`src/rtl/sec_ram_pkg.sv`:
```
// Shared constants and types of the single-error-correcting byte memory.
// Assumes a Hamming layout with check bits at power-of-two positions.
package sec_ram_pkg;
    localparam int DATA_W = 8;
    localparam int CHK_W  = 4;
    localparam int CW_W   = DATA_W + CHK_W;

    typedef logic [CW_W-1:0] codeword_t;

    typedef enum logic [1:0] {
        MODE_IDLE  = 2'd0,
        MODE_WRITE = 2'd1,
        MODE_READ  = 2'd2,
        MODE_QUIET = 2'd3
    } mode_t;
endpackage

```
`src/rtl/sec_encoder.sv`:
```
// Builds a Hamming codeword from one data byte.
// Position p (1-based) maps to codeword bit p-1. Data fills the
// non-power-of-two positions in ascending order. Check bit c sits at
// position 2**c and gives even parity over all positions with bit c set.
module sec_encoder
    import sec_ram_pkg::*;
(
    input  logic [DATA_W-1:0] data_i,
    output codeword_t         cw_o
);
    // Place the data bits, then fill in each check bit.
    always_comb begin : build_cw
        int   j;
        logic par;
        cw_o = '0;
        j    = 0;
        for (int p = 1; p <= CW_W; p++) begin
            if ((p & (p - 1)) != 0) begin
                cw_o[p-1] = data_i[j];
                j++;
            end
        end
        for (int c = 0; c < CHK_W; c++) begin
            par = 1'b0;
            for (int p = 1; p <= CW_W; p++) begin
                if (p[c]) par = par ^ cw_o[p-1];
            end
            cw_o[(1 << c) - 1] = par;
        end
    end
endmodule

```
`src/rtl/sec_decoder.sv`:
```
// Computes the syndrome of a stored codeword, inverts the bit it names,
// and extracts the data byte. Assumes the layout of sec_encoder.
// A nonzero syndrome raises err_o. A syndrome that points past the last
// position (only possible with several flips) raises err_o but flips nothing.
module sec_decoder
    import sec_ram_pkg::*;
(
    input  codeword_t         cw_i,
    output logic [DATA_W-1:0] data_o,
    output logic              err_o
);
    logic [CHK_W-1:0] syn;

    // Syndrome, single-bit repair and data extraction.
    always_comb begin : fix_word
        codeword_t fixed;
        int        j;
        syn = '0;
        for (int c = 0; c < CHK_W; c++) begin
            for (int p = 1; p <= CW_W; p++) begin
                if (p[c]) syn[c] = syn[c] ^ cw_i[p-1];
            end
        end
        fixed = cw_i;
        if (syn != '0 && int'(syn) <= CW_W) begin
            fixed[int'(syn) - 1] = ~fixed[int'(syn) - 1];
        end
        data_o = '0;
        j      = 0;
        for (int p = 1; p <= CW_W; p++) begin
            if ((p & (p - 1)) != 0) begin
                data_o[j] = fixed[p-1];
                j++;
            end
        end
    end

    assign err_o = |syn;
endmodule

```
`src/rtl/sec_mode_decode.sv`:
```
// Turns the two selects, the read gate and the write strobe into one mode.
// Deselect overrides everything; the write strobe overrides the read gate.
module sec_mode_decode
    import sec_ram_pkg::*;
(
    input  logic  sel_a_n,
    input  logic  sel_b,
    input  logic  out_en_n,
    input  logic  wr_en_n,
    output mode_t mode_o
);
    // Priority decode of the control truth table.
    always_comb begin : pick_mode
        if (sel_a_n || !sel_b) mode_o = MODE_IDLE;
        else if (!wr_en_n)     mode_o = MODE_WRITE;
        else if (!out_en_n)    mode_o = MODE_READ;
        else                   mode_o = MODE_QUIET;
    end
endmodule

```
`src/rtl/sec_array.sv`:
```
// Register array of codewords with one write port, one XOR-injection
// port and one combinational read port. Assumes a synchronous active-low
// reset that clears every word to the all-zero codeword, which is valid.
// A write and an injection aimed at the same word: the write wins.
module sec_array
    import sec_ram_pkg::*;
#(
    parameter int ADDR_W = 4
) (
    input  logic              clk,
    input  logic              rst_n,
    input  logic              wr_en,
    input  logic [ADDR_W-1:0] wr_addr,
    input  codeword_t         wr_cw,
    input  logic              inj_en,
    input  logic [ADDR_W-1:0] inj_addr,
    input  codeword_t         inj_mask,
    input  logic [ADDR_W-1:0] rd_addr,
    output codeword_t         rd_cw
);
    localparam int DEPTH = 1 << ADDR_W;

    codeword_t words [DEPTH];

    for (genvar i = 0; i < DEPTH; i++) begin : g_word
        codeword_t word_q;

        // Update one stored word: reset, write, or fault flip.
        always_ff @(posedge clk) begin
            if (!rst_n) begin
                word_q <= '0;
            end else if (wr_en && wr_addr == ADDR_W'(i)) begin
                word_q <= wr_cw;
            end else if (inj_en && inj_addr == ADDR_W'(i)) begin
                word_q <= word_q ^ inj_mask;
            end
        end

        assign words[i] = word_q;
    end

    assign rd_cw = words[rd_addr];
endmodule

```
`src/rtl/sec_byte_ram.sv`:
```
// Top of the single-error-correcting byte memory. Writes store an encoded
// byte. A read registers the corrected byte, the repair flag and the
// drive-enables, so they appear one cycle after the command.
// The repair is never written back. Assumes synchronous active-low reset.
module sec_byte_ram
    import sec_ram_pkg::*;
#(
    parameter int ADDR_W = 4
) (
    input  logic              clk,
    input  logic              rst_n,
    input  logic              sel_a_n,
    input  logic              sel_b,
    input  logic              out_en_n,
    input  logic              wr_en_n,
    input  logic [ADDR_W-1:0] addr,
    input  logic [DATA_W-1:0] wdata,
    output logic [DATA_W-1:0] rdata,
    output logic              rdata_drv,
    output logic              fix_flag,
    output logic              fix_flag_drv,
    input  logic              flt_en,
    input  logic [ADDR_W-1:0] flt_addr,
    input  logic [CW_W-1:0]   flt_mask
);
    mode_t             mode;
    codeword_t         enc_cw;
    codeword_t         rd_cw;
    logic [DATA_W-1:0] dec_data;
    logic              dec_err;
    logic              do_write;

    sec_mode_decode u_mode (
        .sel_a_n  (sel_a_n),
        .sel_b    (sel_b),
        .out_en_n (out_en_n),
        .wr_en_n  (wr_en_n),
        .mode_o   (mode)
    );

    sec_encoder u_enc (
        .data_i (wdata),
        .cw_o   (enc_cw)
    );

    assign do_write = (mode == MODE_WRITE);

    sec_array #(.ADDR_W(ADDR_W)) u_array (
        .clk      (clk),
        .rst_n    (rst_n),
        .wr_en    (do_write),
        .wr_addr  (addr),
        .wr_cw    (enc_cw),
        .inj_en   (flt_en),
        .inj_addr (flt_addr),
        .inj_mask (flt_mask),
        .rd_addr  (addr),
        .rd_cw    (rd_cw)
    );

    sec_decoder u_dec (
        .cw_i   (rd_cw),
        .data_o (dec_data),
        .err_o  (dec_err)
    );

    // Register the read result; release both pins in every other mode.
    always_ff @(posedge clk) begin
        if (!rst_n) begin
            rdata        <= '0;
            rdata_drv    <= 1'b0;
            fix_flag     <= 1'b0;
            fix_flag_drv <= 1'b0;
        end else if (mode == MODE_READ) begin
            rdata        <= dec_data;
            rdata_drv    <= 1'b1;
            fix_flag     <= dec_err;
            fix_flag_drv <= 1'b1;
        end else begin
            rdata_drv    <= 1'b0;
            fix_flag     <= 1'b0;
            fix_flag_drv <= 1'b0;
        end
    end
endmodule

```
`config.mk`:
```
export PLATFORM = sky130hd
export DESIGN_NAME = sec_byte_ram
export DESIGN_NICKNAME = d
export VERILOG_FILES = /design/src/rtl/sec_ram_pkg.sv /design/src/rtl/sec_encoder.sv /design/src/rtl/sec_decoder.sv /design/src/rtl/sec_mode_decode.sv /design/src/rtl/sec_array.sv /design/src/rtl/sec_byte_ram.sv
export SDC_FILE = /design/constraint.sdc
export NUM_CORES = 1
export LEC_CHECK = 0
export ABC_AREA = 0
export BUFFER_PORTS_ARGS = -buffer_cell sky130_fd_sc_hd__buf_2
export CAP_MARGIN = 20
export CELL_PAD_IN_SITES_DETAIL_PLACEMENT = 1
export CELL_PAD_IN_SITES_GLOBAL_PLACEMENT = 2
export CORE_MARGIN = 3
export CORE_UTILIZATION = 35
export CTS_BUF_LIST = sky130_fd_sc_hd__clkbuf_8
export DETAILED_ROUTE_END_ITERATION = 16
export HOLD_SLACK_MARGIN = 0.12
export PLACE_DENSITY = 0.84
export SLEW_MARGIN = 20
export SYNTH_ARGS = -nofsm -noshare
export SYNTH_HDL_FRONTEND = slang
export SYNTH_SLANG_ARGS = --single-unit
export TNS_END_PERCENT = 10
```
`constraint.sdc`:
```
create_clock -name clk -period 5.5 [get_ports clk]
set_input_delay 0.55 -clock clk [delete_from_list [all_inputs] [get_ports clk]]
set_output_delay 0.55 -clock clk [all_outputs]
set_load 0.02 [all_outputs]
```
==> results.txt <==
outcome - completed
Synth cell types - 51
sequential fraction of the synthesis area - 0.3362
Tightest Hold Check Type - flip-flop to flip-flop
CP startpoint - addr[1]
most common cell after layout, fill and taps aside - nand2_1
WL/cell - 23.80 um
largest net degree at the start of global routing - 135
CTS root buf - clkbuf_8
global-route wire length before repair - 64580 um
Routed Antenna Nets - 0
Worst path slowest cell - buf_2
grt total ovfl - 0
reg2reg start - u_array.g_word[9].word_q[8]
YS warnings - 0
setup TNS - 0 ps
max-cap violations - 0
CTS max path bufs - 3
FF-to-FF setup slack - 1450 ps
Final Wtd Congestion - 0.8808
Crit path depth - 14
DRC - 0
Diodes inserted - 0
GRT Util Overall - 0.2320
total CTS buffers - 38
FMAX - 229.9 MHz
Final Total Pwr - 3417 uW
Worst Clk Skew - 23.55 ps
non-filler cells, final - 1790
First DRT Iteration DRCs - 773
CTS Sinks - 202
RR Endpoint - rdata[6]
leak pwr - 0.007460 uW
DRT Pass-1 Iters - 5
initial antenna violation count - 1
final hold violations - 0
Post-CTS Setup Repair Bufs - 0
Vias/cell - 5.679
family with the most delay on the worst path - buffers and inverters
# hold bufs at CTS - 0
post_cts resized - 0
RSZ-0062 raised after global routing - no
core area - 33700 sq um
fraction of layout cells with a size suffix above 1 - 0.1446
vias in the first global route - 10501
clk_lat worst skew - 550 ps
Bufs and invs on worst path - 3
wirelength, routed - 42600 um
synthesized area per cell - 8.984 sq um
Port Buf Inserts - 45
worst setup margin - 1149 ps
power per cell area - 256.9 nW/um^2
Placed Instances - 1726
Cell Rows - 67
largest incremental delay on the critical path - 680 ps
synthesized netlist cell count - 1339
Final setup viols - 0
most frequent cells in the layout - nand2_1 (420), dfxtp_1 (202), xor2_1 (200)
mapped cell area - 12030 sq um
worst slew pin tran - 1137 ps
Arr. time, crit path - 4780 ps
Nets - 1356
Setup CP Type - primary input to flip-flop
starting density of the core - 0.3569
Setup crit end kind - flip-flop
Main synth FF type - dfxtp_1
number of synthesized register bits - 202
htree depth - 2
die area - 36630 sq um
Layout Area Growth over Synthesis - 10.58%
FFs w/ async S/R, synth - 0
die height - 191.4 um
Startpoint Class - primary input
CTS tree - done
syn nets - 1377
pre-CTS WS - 631.0 ps
worst vdd ir - 0.1193 mV
Die X-Extent - 191.4 um
Worst-path clk slew - 60 ps
Worst EP required - 5930 ps
min Tclk post-route - 4351 ps
Tcrit/Tclk final - 0.7910
Final Max Tran Viols - 0
crit path to - rdata[6]
DP HPWL - 26720 um
Slew HR - 0.2404
critical path cell sequence - buf_2 > buf_4 > mux4_2 > a22oi_1 > nand2_2 > xnor2_2 > xnor3_2 > inv_1 > ha_1 > mux2_2 > nand2_1 > a21oi_1 > and3_1 > a311o_1
DR vias - 10165
worst-path maximum fanout - 32
Ports - 46
number of flops mapped to enable cells by yosys - 0
number of cells on the worst reg-to-reg path - 11
==> flip-flops by register name, summed over array words and instances (netlist names) <==
signal,cells
fix_flag,1
fix_flag_drv,1
rdata,8
u_array.g_word.word_q,192
==> worst reg2reg max path: stages, from the launching register on <==
cell and delay (ps):
dfxtp_1 330, mux4_1 510, mux4_2 570, xor2_1 190
xnor3_2 540, inv_1 140, ha_1 550, mux2_2 390
nand2_1 80, a21oi_1 120, and3_1 210, a311o_1 320
==> per-layer routing <==
metal / global-route usage / share of wire / vias to the layer above
li1: - / - / 4548
met1: 0.3208 / 0.45 / 5205
met2: 0.3758 / 0.46 / 338
met3: 0.03906 / 0.068 / 74
met4: 0.06125 / 0.022 / 0
met5: 0 / 0 / -
==> worst min path at each step <==
stage,cells after the start,to,startpoint
2_1_floorplan,2,rdata[4],rdata[4]
3_3_place_gp,2,rdata[2],rdata[2]
3_5_place_dp,2,rdata[2],rdata[2]
4_1_cts,5,fix_flag,out_en_n
5_1_grt,2,rdata[2],rdata[2]
6_report,2,rdata[2],rdata[2]
==> through the flow <==
step / hold slack (ps) / util / area [sq um]
global route: 511.0 / 0.3947 / 13300
global placement: 463.1 / 0.3722 / 12540
detailed placement: 477.9 / 0.3722 / 12540
floorplan: 547.8 / - / 12030
finish: 481.8 / 0.3947 / 13300
CTS: 468.8 / 0.3943 / 13290
==> power breakdown <==
| part | switching (uW) | total [uW] | internal, uW | leakage (uW) |
|---|---|---|---|---|
| sequential | 22.1 | 1520 | 1490 | 0.00163 |
| clock | 673 | 1470 | 795 | 0.000420 |
| combinational | 286 | 434 | 147 | 0.00541 |
==> Yosys cell counts (3+ instances only) <==
cell	number	area (sq um)
o211a_1	192	1922
nand3_1	13	65.06
nand2_1	424	1592
o21ai_0	4	20.02
mux4_2	39	878.3
buf_2	7	35.03
nor3_1	6	30.03
inv_1	3	11.26
a21oi_1	9	45.04
nor2_1	18	67.56
nor3b_1	3	22.52
o211ai_1	3	22.52
clkbuf_1	116	435.4
buf_1	4	15.01
mux4_1	11	289.0
xnor2_1	13	113.9
dfxtp_1	202	4044
buf_6	3	33.78
mux2i_1	3	30.03
a22oi_1	20	150.1
and3_1	3	18.77
ha_1	3	37.54
xor2_1	200	1752
nand2b_1	3	18.77
==> layout make-up <==
cell class | count | area (sq um)
sequential | 202 | 4044
tap | 448 | 560.5
fill | 3983 | 20400
multi-input combinational | 1000 | 7501
timing repair buffer | 72 | 436.7
clock buffer | 49 | 674.4
inverter | 4 | 15.01
clock inverter | 15 | 70.07
==> cell families (layout without fill, tap and decap cells) <==
family / count (synthesis) / in the layout / share of synthesized area
flip-flops: 202 / 202 / 0.3362
AND/OR/NAND/NOR: 486 / 486 / 0.1611
XOR/XNOR: 218 / 218 / 0.1641
adder cells (fa/ha/maj): 3 / 3 / 0.003121
AO/OA/AOI/OAI: 237 / 237 / 0.1855
multiplexers: 56 / 56 / 0.1027
buffers and inverters: 137 / 140 / 0.04733
Note: power is estimated with default switching activity, not from simulation.
